$ cat src/rtl/oc_pkg.sv
package oc_pkg;
  typedef enum logic [2:0] {
    OC_HOLD      = 3'd0,
    OC_SET_EQ    = 3'd1,
    OC_CLR_EQ    = 3'd2,
    OC_TOG_EQ    = 3'd3,
    OC_FORCE_LO  = 3'd4,
    OC_FORCE_HI  = 3'd5,
    OC_PWM_A     = 3'd6,
    OC_PWM_B     = 3'd7
  } oc_mode_e;

  // layout decoded by software: do not reorder
  typedef struct packed {
    logic     clr_en;
    oc_mode_e mode;
    logic     pre_en;
    logic     fast_en;
    logic [1:0] dir_sel;
  } oc_ctrl_t;
endpackage

$ cat src/rtl/oc_cmp_store.sv
module oc_cmp_store #(
  parameter int CNT_W = 16
) (
  input  logic             clk_i,
  input  logic             rst_ni,
  input  logic             pre_en_i,
  input  logic             upd_i,
  input  logic             we_i,
  input  logic [CNT_W-1:0] wdata_i,
  output logic [CNT_W-1:0] active_o
);
  logic [CNT_W-1:0] shadow_q, active_q;

  always_ff @(posedge clk_i or negedge rst_ni) begin
    if (!rst_ni) begin
      shadow_q <= '0;
      active_q <= '0;
    end else begin
      if (we_i) shadow_q <= wdata_i;
      if (!pre_en_i) begin
        if (we_i) active_q <= wdata_i;
      end else if (upd_i) begin
        // same-cycle write wins over stale shadow
        active_q <= we_i ? wdata_i : shadow_q;
      end
    end
  end

  assign active_o = active_q;

  assert_direct_load_R9: assert property (@(posedge clk_i) disable iff (!rst_ni)
    (!pre_en_i && we_i) |=> (active_o == $past(wdata_i)));
  assert_preload_hold_R10: assert property (@(posedge clk_i) disable iff (!rst_ni)
    (pre_en_i && !upd_i) |=> $stable(active_o));
  assert_upd_write_R11: assert property (@(posedge clk_i) disable iff (!rst_ni)
    (pre_en_i && upd_i && we_i) |=> (active_o == $past(wdata_i)));
endmodule

$ cat src/rtl/oc_ref_logic.sv
module oc_ref_logic
  import oc_pkg::*;
#(
  parameter int CNT_W = 16
) (
  input  logic             clk_i,
  input  logic             rst_ni,
  input  oc_mode_e         mode_i,
  input  logic [CNT_W-1:0] cnt_i,
  input  logic             cnt_down_i,
  input  logic [CNT_W-1:0] cmp_i,
  output logic             ocref_o,
  output logic             match_o
);
  logic ref_q, ref_d, match_q, eq, pwm_lvl;

  assign eq      = (cnt_i == cmp_i);
  assign pwm_lvl = cnt_down_i ? (cnt_i <= cmp_i) : (cnt_i < cmp_i);

  always_comb begin
    case (mode_i)
      OC_HOLD:     ref_d = ref_q;
      OC_SET_EQ:   ref_d = eq ? 1'b1 : ref_q;
      OC_CLR_EQ:   ref_d = eq ? 1'b0 : ref_q;
      OC_TOG_EQ:   ref_d = eq ? ~ref_q : ref_q;
      OC_FORCE_LO: ref_d = 1'b0;
      OC_FORCE_HI: ref_d = 1'b1;
      OC_PWM_A:    ref_d = pwm_lvl;
      OC_PWM_B:    ref_d = ~pwm_lvl;
      default:     ref_d = ref_q;
    endcase
  end

  always_ff @(posedge clk_i or negedge rst_ni) begin
    if (!rst_ni) begin
      ref_q   <= 1'b0;
      match_q <= 1'b0;
    end else begin
      ref_q   <= ref_d;
      match_q <= eq;
    end
  end

  assign ocref_o = ref_q;
  assign match_o = match_q;

  assert_hold_R3: assert property (@(posedge clk_i) disable iff (!rst_ni)
    (mode_i == OC_HOLD) |=> $stable(ocref_o));
  assert_toggle_R5: assert property (@(posedge clk_i) disable iff (!rst_ni)
    (mode_i == OC_TOG_EQ && cnt_i == cmp_i) |=> (ocref_o != $past(ocref_o)));
  assert_force_lo_R6: assert property (@(posedge clk_i) disable iff (!rst_ni)
    (mode_i == OC_FORCE_LO) |=> !ocref_o);
  assert_force_hi_R6: assert property (@(posedge clk_i) disable iff (!rst_ni)
    (mode_i == OC_FORCE_HI) |=> ocref_o);
  assert_set_eq_R4: assert property (@(posedge clk_i) disable iff (!rst_ni)
    (mode_i == OC_SET_EQ && cnt_i == cmp_i) |=> ocref_o);
  assert_match_gap_R12: assert property (@(posedge clk_i) disable iff (!rst_ni)
    (cnt_i != cmp_i) |=> !match_o);
endmodule

$ cat src/rtl/oc_channel.sv
module oc_channel
  import oc_pkg::*;
#(
  parameter int CNT_W = 16
) (
  input  logic             clk_i,
  input  logic             rst_ni,
  input  logic [CNT_W-1:0] cnt_i,
  input  logic             cnt_down_i,
  input  logic             upd_i,
  input  logic             ctrl_we_i,
  input  logic [7:0]       ctrl_wdata_i,
  input  logic             cmp_we_i,
  input  logic [CNT_W-1:0] cmp_wdata_i,
  output logic [7:0]       ctrl_o,
  output logic [CNT_W-1:0] cmp_active_o,
  output logic             ocref_o,
  output logic             match_o
);
  oc_ctrl_t ctrl_q;
  logic [CNT_W-1:0] cmp_act;

  always_ff @(posedge clk_i or negedge rst_ni) begin
    if (!rst_ni)        ctrl_q <= '0;
    else if (ctrl_we_i) ctrl_q <= oc_ctrl_t'(ctrl_wdata_i);
  end

  oc_cmp_store #(.CNT_W(CNT_W)) u_store (
    .clk_i    (clk_i),
    .rst_ni   (rst_ni),
    .pre_en_i (ctrl_q.pre_en),
    .upd_i    (upd_i),
    .we_i     (cmp_we_i),
    .wdata_i  (cmp_wdata_i),
    .active_o (cmp_act)
  );

  oc_ref_logic #(.CNT_W(CNT_W)) u_ref (
    .clk_i      (clk_i),
    .rst_ni     (rst_ni),
    .mode_i     (ctrl_q.mode),
    .cnt_i      (cnt_i),
    .cnt_down_i (cnt_down_i),
    .cmp_i      (cmp_act),
    .ocref_o    (ocref_o),
    .match_o    (match_o)
  );

  assign ctrl_o       = ctrl_q;
  assign cmp_active_o = cmp_act;

  assert_ctrl_wr_R2: assert property (@(posedge clk_i) disable iff (!rst_ni)
    ctrl_we_i |=> (ctrl_o == $past(ctrl_wdata_i)));
  assert_ctrl_keep_R2: assert property (@(posedge clk_i) disable iff (!rst_ni)
    !ctrl_we_i |=> $stable(ctrl_o));
endmodule

$ cat config.mk
export PLATFORM = sky130hd
export DESIGN_NAME = oc_channel
export DESIGN_NICKNAME = d
export VERILOG_FILES = /design/src/rtl/oc_pkg.sv /design/src/rtl/oc_cmp_store.sv /design/src/rtl/oc_ref_logic.sv /design/src/rtl/oc_channel.sv
export SDC_FILE = /design/constraint.sdc
export NUM_CORES = 1
export LEC_CHECK = 0
export ABC_AREA = 1
export BUFFER_PORTS_ARGS = -buffer_cell sky130_fd_sc_hd__buf_2
export CAP_MARGIN = 0
export CORE_ASPECT_RATIO = 2
export CORE_UTILIZATION = 25
export CTS_CLUSTER_DIAMETER = 100
export CTS_CLUSTER_SIZE = 8
export DETAILED_ROUTE_END_ITERATION = 10
export HOLD_SLACK_MARGIN = 0.06
export PLACE_DENSITY = 0.53
export SLEW_MARGIN = 20
export SYNTH_ARGS = -nofsm -noshare
export SYNTH_HDL_FRONTEND = slang
export SYNTH_SLANG_ARGS = --single-unit
$ cat constraint.sdc
create_clock -name clk_i -period 1.7 [get_ports clk_i]
set_clock_uncertainty 0.1 [all_clocks]
set_input_delay 0.085 -clock clk_i [delete_from_list [all_inputs] [get_ports clk_i]]
set_output_delay 0.085 -clock clk_i [all_outputs]
set_load 0.005 [all_outputs]
Yosys cells after proc, flatten, opt, wreduce, memory -nomap -nowiden
Index checks and enable logic that the tools add are counted.

Register bits after elaboration: 42. Input port bits: 46. Output and inout port bits: 26. Word-level logic and storage cells: 39.

Order comparisons: 2. Eq/ne operators: 12. Muxes and demuxes: 9. Bitwise operators: 3. Reductions and logical operators: 4.

Operator list (number): 16-bit two-way mux (4); 16-bit == test (1); 16-bit <= comparator (1); 16-bit < comparator (1); 3-bit == test, second input constant (4); 1-bit one-hot mux with 7 select lines (1); 3-bit by 2-bit == test with 1-bit output, second input constant (2); 2-bit by 1-bit inequality test with 1-bit output, second input constant (3); 1-bit two-way mux (4); 4-bit AND reduction (1); 3-bit by 1-bit == test with 1-bit output, second input constant (1); 3-bit zero test (1); 1-bit NOT (3); 2-bit inequality test, second input constant (1); 2-bit AND reduction (1); 2-bit nonzero test (1).

Logic depth before layout (Yosys ltp)
Word-level depth: 4. Mapped depth: 14. Mapped depth without buffers: 14.

Cells and area by module
From an unflattened synthesis, not the netlist that was laid out.

Cells, all modules: 292. Area total of the unflattened synthesis: 2497.4 um2.

By module, submodules not included: oc_cmp_store (times used 1, cells an instance 158, area an instance 1575.3 um2, seq. area each 800.8 um2); oc_ref_logic (times used 1, cells an instance 100, area an instance 616.8 um2, seq. area each 50.0 um2); oc_channel (times used 1, cells an instance 34, area an instance 305.3 um2, seq. area each 200.2 um2).

Worst setup path after synthesis
Ideal clock, no wire load.

Path type: register to register. Start: reg u_store.active_q[15] (netlist: u_store.active_o[15]). End: reg u_ref.ref_q (netlist: u_ref.ocref_o). Setup time: 0.113 ns. Arrival time: 1.369 ns. Required time: 1.487 ns. Slack: 0.118 ns. Stages on the path, launching flop included: 12. Path buffers: 0. Clock period less this slack: 1.582 ns. Cells stage by stage: dfrtp_1 > inv_1 > ha_1 > nand2_2 > nor2_4 > nand2_2 > nor2_4 > o211ai_2 > a21oi_2 > nand3_1 > nand2_1 > inv_1.

Cells in the longest elaborated chain, start to end: 4. Elaborated cells between the ends (all ways): 10. Classes of those cells: 2 x order compare; 4 x eq/ne; 2 x mux; 1 x bitwise; 1 x reduce/logical.

Ends and longest elaborated chain: start: declaration (RTL line oc_cmp_store.sv:12) `logic [CNT_W-1:0] shadow_q, active_q;`; start signal: assignment (RTL line oc_cmp_store.sv:21) `if (we_i) active_q <= wdata_i;`; start signal: assignment (RTL line oc_cmp_store.sv:24) `active_q <= we_i ? wdata_i : shadow_q;`; 16-bit < comparator or 16-bit <= comparator (tied branches) (RTL line oc_ref_logic.sv:18) `assign pwm_lvl = cnt_down_i ? (cnt_i <= cmp_i) : (cnt_i < cmp_i);`; 1-bit two-way mux (RTL line oc_ref_logic.sv:18); 1-bit NOT (RTL line oc_ref_logic.sv:29) `OC_PWM_B: ref_d = ~pwm_lvl;`; 1-bit one-hot mux with 7 select lines (RTL line oc_ref_logic.sv:21) `case (mode_i)`; end signal: assignment (RTL line oc_ref_logic.sv:39) `ref_q <= ref_d;`; end: declaration (RTL line oc_ref_logic.sv:15) `logic ref_q, ref_d, match_q, eq, pwm_lvl;`.

Parallel ways exist; a longest one is shown, timed or not. A chain may end at the register's enable or synchronous reset.

Worst setup path in the final report
Start: reg u_store.active_q[13] (netlist: u_store.active_o[13]). End: reg u_ref.ref_q (netlist: u_ref.ocref_o).

The elaborated chain is that of the path after synthesis.

==> impl_metrics.toml <==
[clocking]
ctsRootBufferMaster = "clkbuf_16"
clockBufferDepth = 2
cts.sinks = 42
h-tree-depth = 2
cts_tree = "done"
cts_buffers = 5
clock_latency_ns = 0.29
cts.reportedPaths.clkPinSlew_ns = 0.06

[floorplan]
die_h_um = 135
core_area_um2 = 8590
rows = 48
die_area_um2 = 9220
start_util = 0.257
die_w_um = 68.4
pin_count = 72

[hold_path]
worstHoldPathCells = 6
worstHoldStart = "cnt_down_i"
holdPathEnd = "u_ref.ocref_o$_DFFE_PN0P_"
hp-class = "in -> reg"

[run_status]
status = "finished, violations left"
violations = "negative setup slack"

[yosys]
synthAdderAreaFrac = 0.0909
synth-xor-area-share = 0
synth.avg_cell_area_um2 = 8.99
syn_nets = 307
synth_area_um2 = 2200
yosysWarnings = 0
yosysTopAreaCellShare = 0.477
synth_top_cell_by_area = "dfrtp_1"
synth_compound_area_frac = 0.108
synth-simple-area-share = 0.216
synthDistinctLibCells = 23
ys_seq_elements = 42
yosys-top-cells-area = "dfrtp_1 (48%), nand2_1 (12%), ha_1 (9.1%)"
seq_area_frac_synth = 0.477
synth.area.mux_share = 0.0256
synth_top_family_by_area = "simple AND/OR/NAND/NOR gates"
synthCells = 245

[drt]
drc = 0
ant_nets = 0
wire_per_inst_um = 13.7
via_per_inst = 4.52
first_pass_iters = 4
routed_wl_um = 6350
detail_route.iter0.violations = 64
vias = 2093

[global_route]
grt_max_degree = 31
antenna_found_initial = 0
grt_util_all_layers = 0.151
grt_pass1_vias = 2165
grt_pass1_wl_um = 10100
overflow = 0

[sta]
rsz0062_at_grt = "true"
min_period_ns = 1.72
maxSlewViolCount = 0
fmax_ghz = 0.582
hold_ws_ns = 0.135
setup_ws_ns = -0.0174
timing.final.crit_share = 1.01
max_slew.worst_pin.slew_ns = 0.683
hold_viol = 0
setup_viol = 1
slew_headroom = 0.545

[setup_path]
timing.rr.end = "u_ref.ocref_o$_DFFE_PN0P_"
crit_path_end_kind = "register"
path_cells = "inv_1 > ha_4 > nand2_2 > nor2_4 > nand2_2 > nor2_4 > o211ai_2 > a21oi_2 > nand3_1 > nand2_1 > inv_1"
cpPeakStageDelay_ns = 0.35
r2r.worst_path.cells = 11
path_class = "reg -> reg"
r2r_start = "u_store.active_o[13]$_DFFE_PN0P_"
path_max_fanout = 2
crit_family = "simple AND/OR/NAND/NOR gates"
start_kind = "register"
crit_buf_inv = 2
cp_slowest_cell = "dfrtp_1"
reg2reg_slack_ns = -0.02
critPathRequiredTime_ns = 1.79
cp.arrival_ns = 1.80

[finish]
fin_nets = 424
stdcell_area_um2 = 3370
final_layout_size_suffix_gt1_frac = 0.377
nFillCells = 919
final_common_cell = "buf_2"
area_growth_pct = 52.9
most-common-layout-cells = "buf_2 (71), nand2_1 (67), dfrtp_1 (42)"
fin_cells = 463
diodes = 0

[power_and_ir_drop]
vdd_drop_max_uv = 410
p_leak_nw = 1.71
power.total_mw = 3.26
p_per_area_nw_per_um2 = 967

[place]
port_buffers = 71
place_inst = 421
place_ws_ns = -0.0281
hpwl_um = 4710
placed_cell_area_um2 = 2760
gp_congestion = 0.745

[flow_run]
cap_violations = 0
cell usage after synthesis:
library cell / instances
inv_2: 1
nand2_2: 5
buf_2: 5
nand3_1: 25
o21ai_1: 1
nor3_1: 2
dfrtp_1: 42
mux2_2: 5
nor2_4: 3
clkbuf_1: 3
inv_1: 31
a21oi_2: 1
o21ai_0: 5
nand2_1: 70
o221ai_1: 16
a21oi_1: 6
nor4_1: 1
o211ai_2: 1
nor2_2: 1
buf_4: 3
ha_1: 16
buf_1: 1
o21ai_4: 1
cell type report:
cell class,instances,area [um^2],area share
multi-input combinational,159,1090,0.323
clock buffer,5,125,0.0371
tap,100,125,0.0371
timing repair buffer,122,821,0.244
inverter,32,120,0.0356
sequential,42,1050,0.312
clock inverter,3,40.0,0.0119
routing by layer:
metal,GRT usage,vias to the layer above,part of all wire
met2,0.275,43,0.58
li1,-,1048,-
met5,0,-,0
met4,0.0961,0,0.038
met1,0.153,988,0.35
met3,0.0169,14,0.033
worst max-delay path by stage:
stage                                           startpoint                        end  slack (ns)  cells after the start
final                     u_store.active_o[13]$_DFFE_PN0P_  u_ref.ocref_o$_DFFE_PN0P_       -0.02                     11
after global routing      u_store.active_o[13]$_DFFE_PN0P_  u_ref.ocref_o$_DFFE_PN0P_       -0.15                     11
after CTS                 u_store.active_o[13]$_DFFE_PN0P_  u_ref.ocref_o$_DFFE_PN0P_      0.0008                     11
after detailed placement   u_store.active_o[6]$_DFFE_PN0P_  u_ref.ocref_o$_DFFE_PN0P_       -0.03                     12
after global placement     u_store.active_o[6]$_DFFE_PN0P_  u_ref.ocref_o$_DFFE_PN0P_       -0.05                     12
after floorplan           u_store.active_o[15]$_DFFE_PN0P_  u_ref.ocref_o$_DFFE_PN0P_        0.12                     11
cells by family after synthesis:
| logic type | after synthesis |
|---|---|
| buffers and inverters | 44 |
| and+or+nand+nor | 107 |
| AOI/OAI and AO/OA | 31 |
| DFF | 42 |
| muxes | 5 |
| adders and majority gates | 16 |
report_power, final:
group	leakage, nW	switching [mW]	internal (mW)	total [mW]
Clock	0.0836	0.394	0.687	1.08
Sequential	0.511	0.0700	1.13	1.20
Combinational	1.11	0.491	0.486	0.977
Total	1.71	0.955	2.30	3.26
per-stage QoR:
step	utilization	setup TNS [ns]
2_1_floorplan	-	0
3_3_place_gp	0.322	-0.0505
3_5_place_dp	0.322	-0.0281
4_1_cts	0.383	0
5_1_grt	0.392	-0.154
6_report	0.392	-0.0174
worst min-delay path: stages:
cell and delay [ns]:
buf_2 0.07, nand3_1 0.09, nand3_1 0.09, nand3_1 0.07
nand2_1 0.06, inv_1 0.03
what timing repair did:
action                                  4_1_cts  5_1_grt
endpoints found under the setup margin        1        1
endpoints found under the hold margin        65        0
gates cloned                                  0        0
hold buffers                                 28        0
resized for setup                             9       10
setup buffers                                 1        5
pin swaps                                     3        8
sequential cells by signal, summed over array words and instances (netlist names):
name and cells:
ctrl_o 8, u_ref.match_o 1, u_ref.ocref_o 1, u_store.shadow_q 16, u_store.active_o 16
(Power assumes the default switching activity.)
